**src/rtl/oc_addsub.sv**
```systemverilog
module oc_addsub #(
  parameter int W = 8
) (
  input  logic [W-1:0] a_i,
  input  logic [W-1:0] b_i,
  input  logic         sub_i,
  output logic [W-1:0] sum_o,
  output logic         ovf_o
);
  localparam longint LIM = (longint'(1) <<< (W - 1)) - 1;

  logic [W-1:0] opb;
  logic [W:0]   wide;
  logic [W-1:0] raw;
  logic         cy;

  assign opb   = sub_i ? ~b_i : b_i;
  assign wide  = {1'b0, a_i} + {1'b0, opb};
  assign raw   = wide[W-1:0];
  assign cy    = wide[W];
  assign sum_o = raw + {{(W-1){1'b0}}, cy};
  assign ovf_o = (a_i[W-1] == opb[W-1]) && (sum_o[W-1] != a_i[W-1]);

  function automatic longint val(input logic [W-1:0] x);
    logic [W-1:0] nx;
    nx = ~x;
    return x[W-1] ? -longint'(nx) : longint'(x);
  endfunction

  longint truth;
  always_comb begin
    truth = val(a_i) + (sub_i ? -val(b_i) : val(b_i));
    AST_NO_SECOND_CARRY: assert (!(cy && (&raw)));
    AST_VALUE_MATCH: assert (ovf_o || (val(sum_o) == truth));
    AST_OVF_RANGE: assert (ovf_o == ((truth > LIM) || (truth < -LIM)));
    AST_NEGZERO_IDENT: assert (sub_i || !(&b_i) || !(|a_i) || (sum_o == a_i));
    AST_SELF_SUB_NEGZERO: assert (!sub_i || (a_i != b_i) || (&sum_o));
  end
endmodule

```
**config.mk**
```make
export PLATFORM = sky130hd
export DESIGN_NAME = oc_addsub
export DESIGN_NICKNAME = d
export VERILOG_FILES = /design/src/rtl/oc_addsub.sv
export SDC_FILE = /design/constraint.sdc
export NUM_CORES = 1
export LEC_CHECK = 0
export BUFFER_PORTS_ARGS = -buffer_cell sky130_fd_sc_hd__buf_2
export CORE_AREA = 8 8 45 47
export DETAILED_ROUTE_END_ITERATION = 10
export DIE_AREA = 0 0 53 55
export PLACE_DENSITY = 0.86
export REMOVE_ABC_BUFFERS = 1
export SLEW_MARGIN = 20
export SYNTH_ARGS = -nofsm -noshare
export SYNTH_HDL_FRONTEND = slang
export SYNTH_SLANG_ARGS = --single-unit
```
**constraint.sdc**
```tcl
create_clock -name vclk -period 5.6
set_clock_uncertainty 0.15 [all_clocks]
set_input_delay 0.56 -clock vclk [all_inputs]
set_output_delay 0.56 -clock vclk [all_outputs]
set_load 0.05 [all_outputs]
```
==> results.yml <==
run_status:
  status: "finished clean"
timing:
  tns_ns: 0
  slew_violations: 0
  min_period_ns: 5.31
  hold_viol_final: 0
  maxSlewHeadroom_pct: 63.1
  grt_setup_unrepaired: "no"
  fmax_mhz: 188
  setup_violations: 0
  finalCritPeriodShare_pct: 94.8
  worst_slack_ns: 0.291
  tightest_slew_ns: 0.548
grt:
  grt-ovfl-total: 0
  grt_pass1_vias: 602
  grt_pass1_wl_mm: 2.28
  grt_max_degree: 9
  antenna_found_initial: 0
  grt_use_total_pct: 9.32
final_layout:
  drive_gt1_share_pct: 29.7
  diodes: 0
  design_area_sq_um: 754
  nets: 133
  nClkBuffers: 0
  syn_to_final_growth_pct: 24.1
  seq_area_sq_um: 0
  seq_cell_count: 0
  final.fill_count: 133
routing:
  drt_iter0_markers: 10
  wl_per_cell_microns: 12.2
  drc: 0
  wl_mm: 1.43
  first_pass_iters: 4
  vias_per_cell: 5.44
  ant_nets: 0
  dr_total_vias: 636
die:
  die_area_sq_um: 2920
  die_w_microns: 53
  ios: 26
  fp-row-count: 14
  start_util_pct: 43.9
  die_y_microns: 55
  fp.coreArea_sq_um: 1380
place:
  postPlaceCellArea_sq_um: 754
  io_buffers: 26
  pre_cts_ws_ns: 0.312
  dpl.hpwl_mm: 1.27
  place_congestion: 0.839
power_and_ir_drop:
  p_per_area_nw_per_um2: 265
  power.leakage_nw: 0.412
  irDropWorstVdd_v: 0.000118
  finalPower_w: 0.000200
yosys:
  seq_area_frac_synth_pct: 0
  syn_area_sq_um: 608
  syn_avg_cell_area_sq_um: 8.00
  synth_cells: 76
  synth.distinct_cells: 26
  ys_warn_count: 0
critical_path:
  crit_end: "ovf_o"
  worstPathRequired_ns: 4.89
  critPathLaunchType: "primary input"
  endpoint_kind: "output pin"
  critPathMaxFanout: 8
  path_class: "primary input to output pin"
  crit_path_start: "sub_i"
  arrival_ns: 4.60
clock_network:
  cts_setup_buffers: 0
  hold_buffers: 0
  cts_resized: 0
run:
  drv_cap: 0
worst_hold_path:
  min_path_type: "primary input to output pin"
  worst_hold_path.num_cells: 4
==> routing by layer <==
metal  GRT usage (%)  share of wire (%)
met5               0                  0
met4           0.862                  0
met3           0.802                7.9
met2            18.8                 52
met1            10.6                 40
==> power breakdown <==
group	total, W	internal (W)	switching (W)
sequential	0	0	0
clock	0	0	0
combinational	0.000200	0.0000595	0.000141
==> logic make-up after synthesis <==
family | synth area share, %
compound gates | 18.1
simple gates | 22.8
xor+xnor | 27.4
buf+inv | 3.70
fa+ha+maj | 28.0
==> cells in the mapped netlist, drive strengths merged <==
cell | instances | area [sq um]
clkbuf | 1 | 3.75
or3 | 1 | 6.26
fa | 1 | 20.0
xor2 | 14 | 123
nor4bb | 1 | 10.0
nand3 | 3 | 15.0
and3b | 1 | 10.0
nand3b | 2 | 15.0
a211o | 1 | 8.76
or3b | 1 | 8.76
a311o | 1 | 10.0
a21oi | 6 | 30.0
and3 | 3 | 20.0
a21o | 4 | 30.0
ha | 12 | 150
nand4 | 2 | 18.8
o21ai | 2 | 10.0
nand2 | 4 | 15.0
inv | 5 | 18.8
a221oi | 1 | 8.76
nand2b | 2 | 12.5
xnor2 | 5 | 43.8
a211oi | 1 | 12.5
nor2 | 2 | 7.51
==> cell type report <==
class | count | area (sq um) | share of cell area [%]
multi-input combinational | 70 | 586 | 77.6
timing repair buffer | 26 | 130 | 17.2
tap | 16 | 20.0 | 2.65
inverter | 5 | 18.8 | 2.49
==> placed cells by master (no fill, tap or decap), types with 3 or more instances in the layout <==
cell and n:
ha_1 12, inv_1 5, buf_2 26, xor2_1 14, xnor2_1 5, nand3_1 3, a21o_1 4, a21oi_1 6
nand2_1 4
==> how the worst min path moves through the flow <==
stage,startpoint,end,slack [ns]
2_1_floorplan,a_i[0],sum_o[0],1.46
3_3_place_gp,a_i[0],sum_o[0],1.56
3_5_place_dp,a_i[0],sum_o[0],1.57
4_1_cts,a_i[0],sum_o[0],1.56
5_1_grt,a_i[0],sum_o[0],1.58
6_report,a_i[0],sum_o[0],1.58
==> worst max-delay path: stages <==
cell and delay, ns:
buf_2 0.21, xor2_1 0.20, ha_1 0.21, inv_1 0.06, fa_1 0.42, nand3b_1 0.26, a21oi_1 0.19, o21ai_0 0.21
nand2b_1 0.12, a21o_1 0.13, ha_1 0.20, or3b_1 0.38, a211o_1 0.25, a211oi_2 0.26, nand4_2 0.19, nor4bb_1 0.20
a311o_1 0.33, buf_2 0.21
==> through the flow <==
step | utilization [%] | hold slack (ns) | instances
after CTS | 54.5 | 1.56 | 117
after floorplan | - | 1.46 | 75
after detailed placement | 54.5 | 1.57 | 117
after global routing | 54.5 | 1.58 | 117
after global placement | 54.5 | 1.56 | 117
final | 54.5 | 1.58 | 117
Note: power is estimated with default switching activity, not from simulation.
